$ cat src/rtl/bank_pkg.sv
package bank_pkg;
  localparam int unsigned ADDR_W_DEF  = 16;
  localparam int unsigned REG_BITS_DEF = 3;
  localparam int unsigned BIT_W_DEF    = 4;

  typedef enum logic {
    OP_CLR = 1'b0,
    OP_SET = 1'b1
  } bank_op_e;
endpackage

$ cat src/rtl/bank_rst_sync.sv
module bank_rst_sync (
  input  logic clk,
  input  logic rst_n,
  output logic rst_q
);
  logic [1:0] sync_q;
  logic [1:0] sync_d;

  always_comb begin
    sync_d = {sync_q[0], 1'b1};
  end

  always_ff @(posedge clk or negedge rst_n) begin
    if (!rst_n) sync_q <= 2'b00;
    else        sync_q <= sync_d;
  end

  assign rst_q = sync_q[1];
endmodule

$ cat src/rtl/bank_bits.sv
module bank_bits
  import bank_pkg::*;
#(
  parameter int unsigned NUM_REG = 8,
  parameter int unsigned BIT_W   = 4
) (
  input  logic               clk,
  input  logic               rst_n,
  input  logic               wr_en,
  input  bank_op_e           wr_op,
  input  logic [BIT_W-1:0]   wr_idx,
  output logic [NUM_REG-1:0] bits_o,
  output logic               rd_o
);
  localparam int unsigned SEL_W = $clog2(NUM_REG);
  localparam logic [BIT_W-1:0] LIMIT = BIT_W'(NUM_REG);

  logic               idx_ok;
  logic [NUM_REG-1:0] bits_q;
  logic [NUM_REG-1:0] bits_d;
  logic [NUM_REG-1:0] bit_ce;

  assign idx_ok = (wr_idx < LIMIT);

  genvar gi;
  generate
    for (gi = 0; gi < NUM_REG; gi++) begin : g_bit
      always_comb begin
        bit_ce[gi] = wr_en && idx_ok && (wr_idx[SEL_W-1:0] == SEL_W'(gi));
        bits_d[gi] = bit_ce[gi] ? (wr_op == OP_SET) : bits_q[gi];
      end

      always_ff @(posedge clk or negedge rst_n) begin
        if (!rst_n)          bits_q[gi] <= 1'b0;
        else if (bit_ce[gi]) bits_q[gi] <= bits_d[gi];
      end
    end
  endgenerate

  always_comb begin
    rd_o = idx_ok ? bits_q[wr_idx[SEL_W-1:0]] : 1'b0;
  end

  assign bits_o = bits_q;

  p_hold_r5: assert property (@(posedge clk) disable iff (!rst_n)
    !wr_en |=> $stable(bits_q));
  p_write_r5: assert property (@(posedge clk) disable iff (!rst_n)
    (wr_en && idx_ok) |=> (bits_q[$past(wr_idx[SEL_W-1:0])] == $past(wr_op == OP_SET)));
  p_single_r5: assert property (@(posedge clk) disable iff (!rst_n)
    1'b1 |=> ($countones(bits_q ^ $past(bits_q)) <= 1));
  p_oob_r7: assert property (@(posedge clk) disable iff (!rst_n)
    (wr_en && !idx_ok) |=> $stable(bits_q));
endmodule

$ cat src/rtl/bank_decode.sv
module bank_decode #(
  parameter int unsigned             ADDR_W   = 16,
  parameter int unsigned             NUM_REG  = 8,
  parameter logic [NUM_REG-1:0]      STD_MASK = 8'hE2,
  parameter logic [NUM_REG-1:0]      IO_MASK  = 8'h10
) (
  input  logic [NUM_REG-1:0] bits_i,
  input  logic [ADDR_W-1:0]  addr_i,
  output logic               ram_en_o
);
  localparam int unsigned SEL_W = $clog2(NUM_REG);

  logic [SEL_W-1:0]   region;
  logic [NUM_REG-1:0] reg_en;

  assign region = addr_i[ADDR_W-1 -: SEL_W];

  genvar gr;
  generate
    for (gr = 0; gr < NUM_REG; gr++) begin : g_reg
      if (IO_MASK[gr]) begin : g_io
        assign reg_en[gr] = 1'b0;
      end else if (STD_MASK[gr]) begin : g_std
        assign reg_en[gr] = ~bits_i[gr];
      end else begin : g_ext
        assign reg_en[gr] = bits_i[gr];
      end
    end
  endgenerate

  assign ram_en_o = reg_en[region];
endmodule

$ cat src/rtl/bank_ctrl.sv
module bank_ctrl
  import bank_pkg::*;
#(
  parameter int unsigned ADDR_W   = ADDR_W_DEF,
  parameter int unsigned REG_BITS = REG_BITS_DEF,
  parameter int unsigned BIT_W    = BIT_W_DEF,
  parameter logic [(1<<REG_BITS)-1:0] STD_MASK = 'hE2,
  parameter logic [(1<<REG_BITS)-1:0] IO_MASK  = 'h10
) (
  input  logic              clk,
  input  logic              rst_n,
  input  logic              cmd_stb,
  input  logic              cmd_set,
  input  logic [BIT_W-1:0]  cmd_bit,
  input  logic [ADDR_W-1:0] cpu_addr,
  output logic              ram_en,
  output logic              bit_rd
);
  localparam int unsigned NUM_REG = 1 << REG_BITS;

  logic               rst_q;
  logic [NUM_REG-1:0] bits;
  bank_op_e           op;

  assign op = cmd_set ? OP_SET : OP_CLR;

  bank_rst_sync u_rst (
    .clk   (clk),
    .rst_n (rst_n),
    .rst_q (rst_q)
  );

  bank_bits #(
    .NUM_REG (NUM_REG),
    .BIT_W   (BIT_W)
  ) u_bits (
    .clk    (clk),
    .rst_n  (rst_q),
    .wr_en  (cmd_stb),
    .wr_op  (op),
    .wr_idx (cmd_bit),
    .bits_o (bits),
    .rd_o   (bit_rd)
  );

  bank_decode #(
    .ADDR_W   (ADDR_W),
    .NUM_REG  (NUM_REG),
    .STD_MASK (STD_MASK),
    .IO_MASK  (IO_MASK)
  ) u_dec (
    .bits_i   (bits),
    .addr_i   (cpu_addr),
    .ram_en_o (ram_en)
  );

  p_io_never_r6: assert property (@(posedge clk) disable iff (!rst_q)
    IO_MASK[cpu_addr[ADDR_W-1 -: REG_BITS]] |-> !ram_en);
  p_std_polarity_r3: assert property (@(posedge clk) disable iff (!rst_q)
    (STD_MASK[cpu_addr[ADDR_W-1 -: REG_BITS]] && !IO_MASK[cpu_addr[ADDR_W-1 -: REG_BITS]])
      |-> (ram_en != bits[cpu_addr[ADDR_W-1 -: REG_BITS]]));
  p_reset_r1: assert property (@(posedge clk) disable iff (!rst_n)
    (!$past(rst_q) && STD_MASK[cpu_addr[ADDR_W-1 -: REG_BITS]]
      && !IO_MASK[cpu_addr[ADDR_W-1 -: REG_BITS]]) |-> ram_en);
endmodule

$ cat config.mk
export PLATFORM = sky130hd
export DESIGN_NAME = bank_ctrl
export DESIGN_NICKNAME = d
export VERILOG_FILES = /design/src/rtl/bank_pkg.sv /design/src/rtl/bank_rst_sync.sv /design/src/rtl/bank_bits.sv /design/src/rtl/bank_decode.sv /design/src/rtl/bank_ctrl.sv
export SDC_FILE = /design/constraint.sdc
export NUM_CORES = 1
export LEC_CHECK = 0
export CAP_MARGIN = 15
export CORE_AREA = 2 2 39 41
export CTS_CLUSTER_SIZE = 28
export DETAILED_ROUTE_END_ITERATION = 16
export DIE_AREA = 0 0 41 43
export DONT_BUFFER_PORTS = 1
export GPL_TIMING_DRIVEN = 0
export HOLD_SLACK_MARGIN = 0.1
export PLACE_DENSITY = 0.68
export SLEW_MARGIN = 5
export SYNTH_ARGS = -nofsm -noshare
export SYNTH_HDL_FRONTEND = slang
export SYNTH_HIERARCHICAL = 1
export SYNTH_SLANG_ARGS = --single-unit
$ cat constraint.sdc
create_clock -name clk -period 1.4 [get_ports clk]
set_input_delay 0.35 -clock clk [delete_from_list [all_inputs] [get_ports clk]]
set_output_delay 0.35 -clock clk [all_outputs]
set_load 0.01 [all_outputs]
==> flow_metrics.tcl, run 1 <==
set metrics [dict create \
    status "finished, violations left" \
    failed_checks "setup timing" \
    synth_seq_cells 10 \
    cts_tree "done" \
    die_area_um2 1763 \
    worstPathMaxFanout 3 \
    cts_buffers 3 \
    place.gp.congestion 0.6642 \
    drtIter0Drc 5 \
    synth_top_area_share_pct 45.15 \
    grt_max_degree 9 \
    r2r_start "u_bits/bits_o[0]" \
    start_util_pct 40.05 \
    ff2ff_path_depth 2 \
    drcViolationCount 0 \
    critPathCaptureType "output port" \
    ys.flop_type "dfrtp_1" \
    drtAntennaViolNets 0 \
    power_density_nw_per_um2 1240 \
    period_share_pct 122.3 \
    core_um2 1384 \
    vias 395 \
    grt_usage_pct 15.39 \
    clock_latency_ns 0.26 \
    nNetsFinal 80 \
    hpwl_um 724.2 \
    numPortBuffers 0 \
    viasPerCell 5.563 \
    final_cell_mix "dfrtp_1 (10), mux2_1 (7), nor2_1 (5)" \
    synth_area_um2 554.3 \
    layout_commonest_cell "dfrtp_1" \
    hp-class "flip-flop to async pin" \
    path_class "flip-flop to output port" \
    totalWireLength_mm 1.033 \
    p_sw_w 0.0002133 \
    final_cells 71 \
    place_inst 63 \
    synth_area_leaders "dfrtp_1 (45%), mux2_1 (14%), nor3b_2 (4.5%)" \
    diodes 0 \
    grt_pass1_vias 416 \
    crit_path_start "u_bits/bits_o[2]" \
    fmax_ghz 0.5838 \
    drive_above_1_share_pct 30.91 \
    internal_power_w 0.0006167 \
    avgRoutedWirePerCell_um 14.55 \
    synth_edf_count 0 \
    clkPwrFrac_pct 31.5 \
    gr-total-overflow 0 \
    cp_cell_sequence "mux4_2 -> o22ai_2 -> nor3_2" \
    antenna_found_initial 0 \
    crit_path_top_delay_cell "mux4_2" \
    ios 26 \
    synth_top_area_cell "dfrtp_1" \
    clockRootBuffer "clkbuf_4" \
    grt_first_pass_wirelength_mm 1.690 \
    setup_slack_ns -0.3129 \
    std_cell_rows 14 \
    startpoint_type "flip-flop" \
    clkTransAtPathRegs_ns 0.07 \
    fin_util_pct 48.37 \
    slew_viol_final 0 \
    setup_viol 2 \
    ys_warn_count 6 \
    finalHoldViolCount 0 \
    vdd_ir_drop_max_mv 0.4826 \
    rsz0062_at_grt "true" \
    power.leakage_nw 0.2704 \
    synth_fp_nets 71 \
    firstDrtPassIters 4 \
    dieWidth_um 41 \
    ys_seq_area_share_pct 45.15 \
    synth_cells 47 \
    cts-htree-levels 1 \
    area_delta_synth_final_pct 20.77 \
    syn_area_per_cell_um2 11.79 \
    fp.dieH_um 43 \
    cts_max_path_buffers 2 \
    synthArstFlopShare_pct 100.0 \
    synth.distinct_cells 21 \
    period_needed_ns 1.713 \
    cp.required_ns 1.05 \
    worst_ep_arrival_time_ns 1.36 \
    cap_violations 0 \
    cpPeakStageDelay_ns 0.46 \
    switching_share_pct 25.70 \
    comb_power_share_pct 22.2 \
    sequentialPowerShare_pct 46.3 \
    fin_skew_ns 0.007021 \
    cts_sinks 10 \
]
## cells by family (layout without fill, tap and decap cells)
group	Yosys count	in the layout	synth area share (%)
buf+inv	1	9	2.031
simple gates	18	18	18.73
other cells	1	1	0.6766
flops	10	10	45.15
mux	11	11	24.15
compound gates	6	6	9.257
## power by group through the flow
stage / combinational (W) / clock [W] / sequential (W)
2_1_floorplan: 0.000113 / 0 / 0.000381
3_3_place_gp: 0.000122 / 0 / 0.000396
3_5_place_dp: 0.000126 / 0 / 0.000399
4_1_cts: 0.000185 / 0.000266 / 0.000386
5_1_grt: 0.000205 / 0.000285 / 0.000393
6_report: 0.000185 / 0.000261 / 0.000384
## sequential cells by signal (all words and copies together), names as in the netlist
| name | cells |
|---|---|
| u_rst/sync_q | 2 |
| u_bits/bits_o | 8 |
## final timing paths
check	slack (ns)	to
max in group asynchronous	0.98	u_rst/sync_q[0]
max reg2reg	0.48	u_bits/bits_o[0]
min reg2reg	0.13	u_bits/bits_o[2]
min in group clk	0.21	u_bits/bits_o[0]
max	-0.31	bit_rd
min	0.13	u_bits/bits_o[2]
## synthesized netlist by cell type (all sizes together) (2+ instances only)
library cell and count:
dfrtp 10, mux2 9, nand2 3, nand2b 2, nand3b 2, nor2 5, nor3 2, nor3b 2
## cell type report
class | instances | area, um2
Multi-Input combinational cell | 36 | 319.1
Sequential cell | 10 | 250.2
Tap cell | 16 | 20.02
Clock buffer | 4 | 36.28
Fill cell | 137 | 714.4
Timing Repair Buffer | 4 | 32.53
Buffer | 1 | 11.26
## worst max-delay path: cells and delay by family, from the launching register on
family           cells  cell delay (ns)
multiplexers         1             0.46
flip-flops           1             0.39
AO/OA/AOI/OAI        1             0.17
AND/OR/NAND/NOR      1             0.08
## per-layer routing
layer  up-vias  share of wire (%)  global-route usage, %
li1        188                  -                      -
met1       198                 42                  15.20
met2         7                 53                  23.75
met3         2                3.6                  6.283
met4         0                1.7                  12.00
met5         -                  0                      0
## metrics by stage
stage | setup TNS (ns) | total power (W) | hold WS, ns | setup WS, ns | cell area [um2]
final | -0.4980 | 0.0008300 | 0.1335 | -0.3129 | 669.4
after detailed placement | -0.1572 | 0.0005241 | 0.05447 | -0.1572 | 574.3
after floorplan | -0.1057 | 0.0004943 | 0.05441 | -0.1057 | 554.3
after CTS | -0.5010 | 0.0008368 | 0.1529 | -0.3178 | 669.4
after global placement | -0.1580 | 0.0005177 | 0.05447 | -0.1580 | 574.3
after global routing | -0.6022 | 0.0008832 | 0.1753 | -0.3640 | 669.4
## what timing repair did
action,CTS,global route
pin swaps,2,0
endpoints found under the setup margin,2,2
hold endpoints to repair,2,0
hold buffers,1,0
buffers inserted,3,0
gates resized for setup,4,0
Power figures use the tool's default switching activity.
==> inputs of run 2 (changes only) <==
--- a/config.mk
+++ b/config.mk
@@ -5,6 +5,7 @@
 export SDC_FILE = /design/constraint.sdc
 export NUM_CORES = 1
 export LEC_CHECK = 0
+export ABC_AREA = 1
 export CAP_MARGIN = 15
 export CORE_AREA = 2 2 39 41
 export CTS_CLUSTER_SIZE = 28
@@ -13,8 +14,8 @@
 export DONT_BUFFER_PORTS = 1
 export GPL_TIMING_DRIVEN = 0
 export HOLD_SLACK_MARGIN = 0.1
-export PLACE_DENSITY = 0.68
-export SLEW_MARGIN = 5
+export PLACE_DENSITY = 0.7
+export SKIP_LAST_GASP = 1
 export SYNTH_ARGS = -nofsm -noshare
 export SYNTH_HDL_FRONTEND = slang
 export SYNTH_HIERARCHICAL = 1
==> run 2 against run 1 <==
Effect of this change:
- the flow still finishes with violations (setup timing)
- die area unchanged
- final area decreased by 2.6%
- flip-flop and latch count unchanged
- hold slack got worse by 0.0077 ns
- total power decreased by 13%
- maximum frequency increased by 22%
- register-to-register slack improved by 0.17 ns
- sequential power increased by 1%
- sequential share of layout area increased by 1.0 points
- synthesized cell count increased by 89%
- global-route usage increased by 0.73 points
==> flow_metrics.tcl, run 2 <==
set metrics [dict create \
    status "finished, violations left" \
    failed_checks "setup timing" \
    numPortBuffers 0 \
    synth_top_family_by_area "simple AND/OR/NAND/NOR gates" \
    synth_fp_nets 113 \
    clkTransAtPathRegs_ns 0.06 \
    post_dp_cell_area_um2 601.8 \
    synthArstFlopShare_pct 100.0 \
    core_um2 1384 \
    area_delta_synth_final_pct 12.04 \
    grt_max_degree 9 \
    totalWireLength_mm 1.072 \
    fin_skew_ns 0.008105 \
    cts_buffers 3 \
    antenna_found_initial 0 \
    gr-total-overflow 0 \
    synth_area_um2 581.8 \
    cts_max_path_buffers 2 \
    cap_violations 0 \
    diodes 0 \
    synthAdderAreaFrac_pct 0 \
    nNetsFinal 120 \
    synth-simple-area-share_pct 41.08 \
    finalSetupTns_ns -0.001141 \
    viasPerCell 4.736 \
    gr-usage-met1_pct 16.95 \
    path_class "flip-flop to output port" \
    crit_path_start "u_bits/bits_o[7]" \
    ios 26 \
    synth_seq_cells 10 \
    ys.flop_type "dfrtp_1" \
    synth-compound-area-share_pct 6.882 \
    drive_above_1_share_pct 14.89 \
    hp-class "flip-flop to async pin" \
    worstPathMaxFanout 3 \
    clockRootBuffer "clkbuf_4" \
    cp.required_ns 1.05 \
    drtIter0Drc 6 \
    clock_latency_ns 0.25 \
    cts_sinks 10 \
    grt_usage_pct 16.12 \
    yosys-top-cells-count "nand2_1 (39), dfrtp_1 (10), inv_1 (9)" \
    yosysMostFrequentCell "nand2_1" \
    grt_pass1_vias 498 \
    design_area_um2 651.9 \
    report.power.total_w 0.0007231 \
    syn_area_per_cell_um2 6.537 \
    power.leakage_nw 0.3400 \
    synth_top_area_cell "dfrtp_1" \
    cts_tree "done" \
    grt_use_met2_pct 25.31 \
    period_needed_ns 1.401 \
    cp-endpoint "bit_rd" \
    startpoint_type "flip-flop" \
    synth.distinct_cells 15 \
    fp.dieH_um 43 \
    synth_cells 89 \
    power_density_nw_per_um2 1109 \
    start_util_pct 42.04 \
    vdd_ir_drop_max_mv 0.5106 \
    vias 521 \
    hpwl_um 890.8 \
    cts-htree-levels 1 \
    seqCellArea_um2 250.2 \
    r2r-end "u_bits/bits_o[5]" \
    synth_xor_area_share_pct 0 \
    ys_seq_area_share_pct 43.01 \
    met3_usage_pct 7.853 \
    grt_first_pass_wirelength_mm 1.876 \
    ys_warn_count 6 \
    fillers 136 \
    place.gp.congestion 0.7734 \
    dieWidth_um 41 \
    avgRoutedWirePerCell_um 9.745 \
    synth_top_area_share_pct 43.01 \
    setup_viol 1 \
    synth_edf_count 0 \
    worst_ep_arrival_time_ns 1.05 \
    layout_commonest_cell "nand2_1" \
    r2r_start "u_bits/bits_o[5]" \
    grt.busiest_layer "met2" \
    finalHoldViolCount 0 \
    synth_area_leaders "dfrtp_1 (43%), nand2_1 (25%), inv_1 (5.8%)" \
    rrSetupSlack_ns 0.65 \
    drtAntennaViolNets 0 \
    drcViolationCount 0 \
    synthMuxAreaShare_pct 0 \
    setup_slack_ns -0.001141 \
    fmax_ghz 0.7137 \
    largest_reg_flops 8 \
    critPathCaptureType "output port" \
    firstDrtPassIters 6 \
    multi_input_area_um2 292.8 \
    rsz0062_at_grt "true" \
    die_area_um2 1763 \
    ff2ff_path_depth 3 \
    final_cell_mix "nand2_1 (38), dfrtp_1 (10), inv_1 (9), nor2_1 (6), o21ai_1 (5)" \
    period_share_pct 100.1 \
    std_cell_rows 14 \
    slew_viol_final 0 \
]
-- run 2: cell families after synthesis --
group,after synthesis
buf+inv,13
other cells,1
compound gates,8
flops,10
simple gates,57
-- run 2: how the worst min path moves through the flow --
stage | startpoint | end | slack (ns)
6_report | u_rst/sync_q[1] | u_bits/bits_o[5] | 0.13
5_1_grt | u_rst/sync_q[1] | u_bits/bits_o[7] | 0.17
4_1_cts | u_rst/sync_q[1] | u_bits/bits_o[5] | 0.13
3_5_place_dp | rst_n | u_rst/sync_q[1] | 0.05
3_3_place_gp | rst_n | u_rst/sync_q[0] | 0.05
2_1_floorplan | rst_n | u_rst/sync_q[0] | 0.05
-- run 2: metal layers --
metal / up-vias / share of wire (%)
li1: 281 / -
met1: 224 / 41
met2: 14 / 49
met3: 2 / 8.4
met4: 0 / 1.3
met5: - / 0
-- run 2: area by class of cell --
cell class | count | share of cell area (%)
repair buffers | 2 | 2.687
flip-flops and latches | 10 | 38.39
multi-input cells | 66 | 44.91
clock buffers | 3 | 3.455
inverters | 13 | 7.486
well taps | 16 | 3.071
-- run 2: critical path, stage by stage (launching register included) --
cell and delay, ns:
dfrtp_1 0.37, nand2_1 0.06, nand2_1 0.06, nand2_1 0.05, nand3_1 0.07, nand2_1 0.06, nor2_2 0.13
-- run 2: repair_timing --
item,in CTS,in global routing
endpoints found under the setup margin,1,2
buffers inserted,1,0
hold endpoints to repair,2,0
pin swaps,0,2
resized for setup,1,2
hold buffers,1,0
-- run 2: stage by stage --
step / hold slack (ns) / std cells / worst slack, ns / utilization, %
finish: 0.1258 / 110 / -0.001141 / 47.11
global route: 0.1663 / 110 / -0.1083 / 47.11
CTS: 0.1324 / 110 / -0.01853 / 46.56
detailed placement: 0.05445 / 105 / 0.1583 / 43.49
global placement: 0.05445 / 105 / 0.1474 / 43.49
floorplan: 0.05441 / 89 / 0.2135 / -
-- run 2: where the power goes --
part / internal (W) / switching, W / total (W) / leakage, nW
Sequential: 0.000343 / 0.0000461 / 0.000389 / 0.122
Combinational: 0.0000710 / 0.0000859 / 0.000157 / 0.204
Clock: 0.0000982 / 0.0000791 / 0.000177 / 0.0138
Total: 0.000512 / 0.000211 / 0.000723 / 0.340
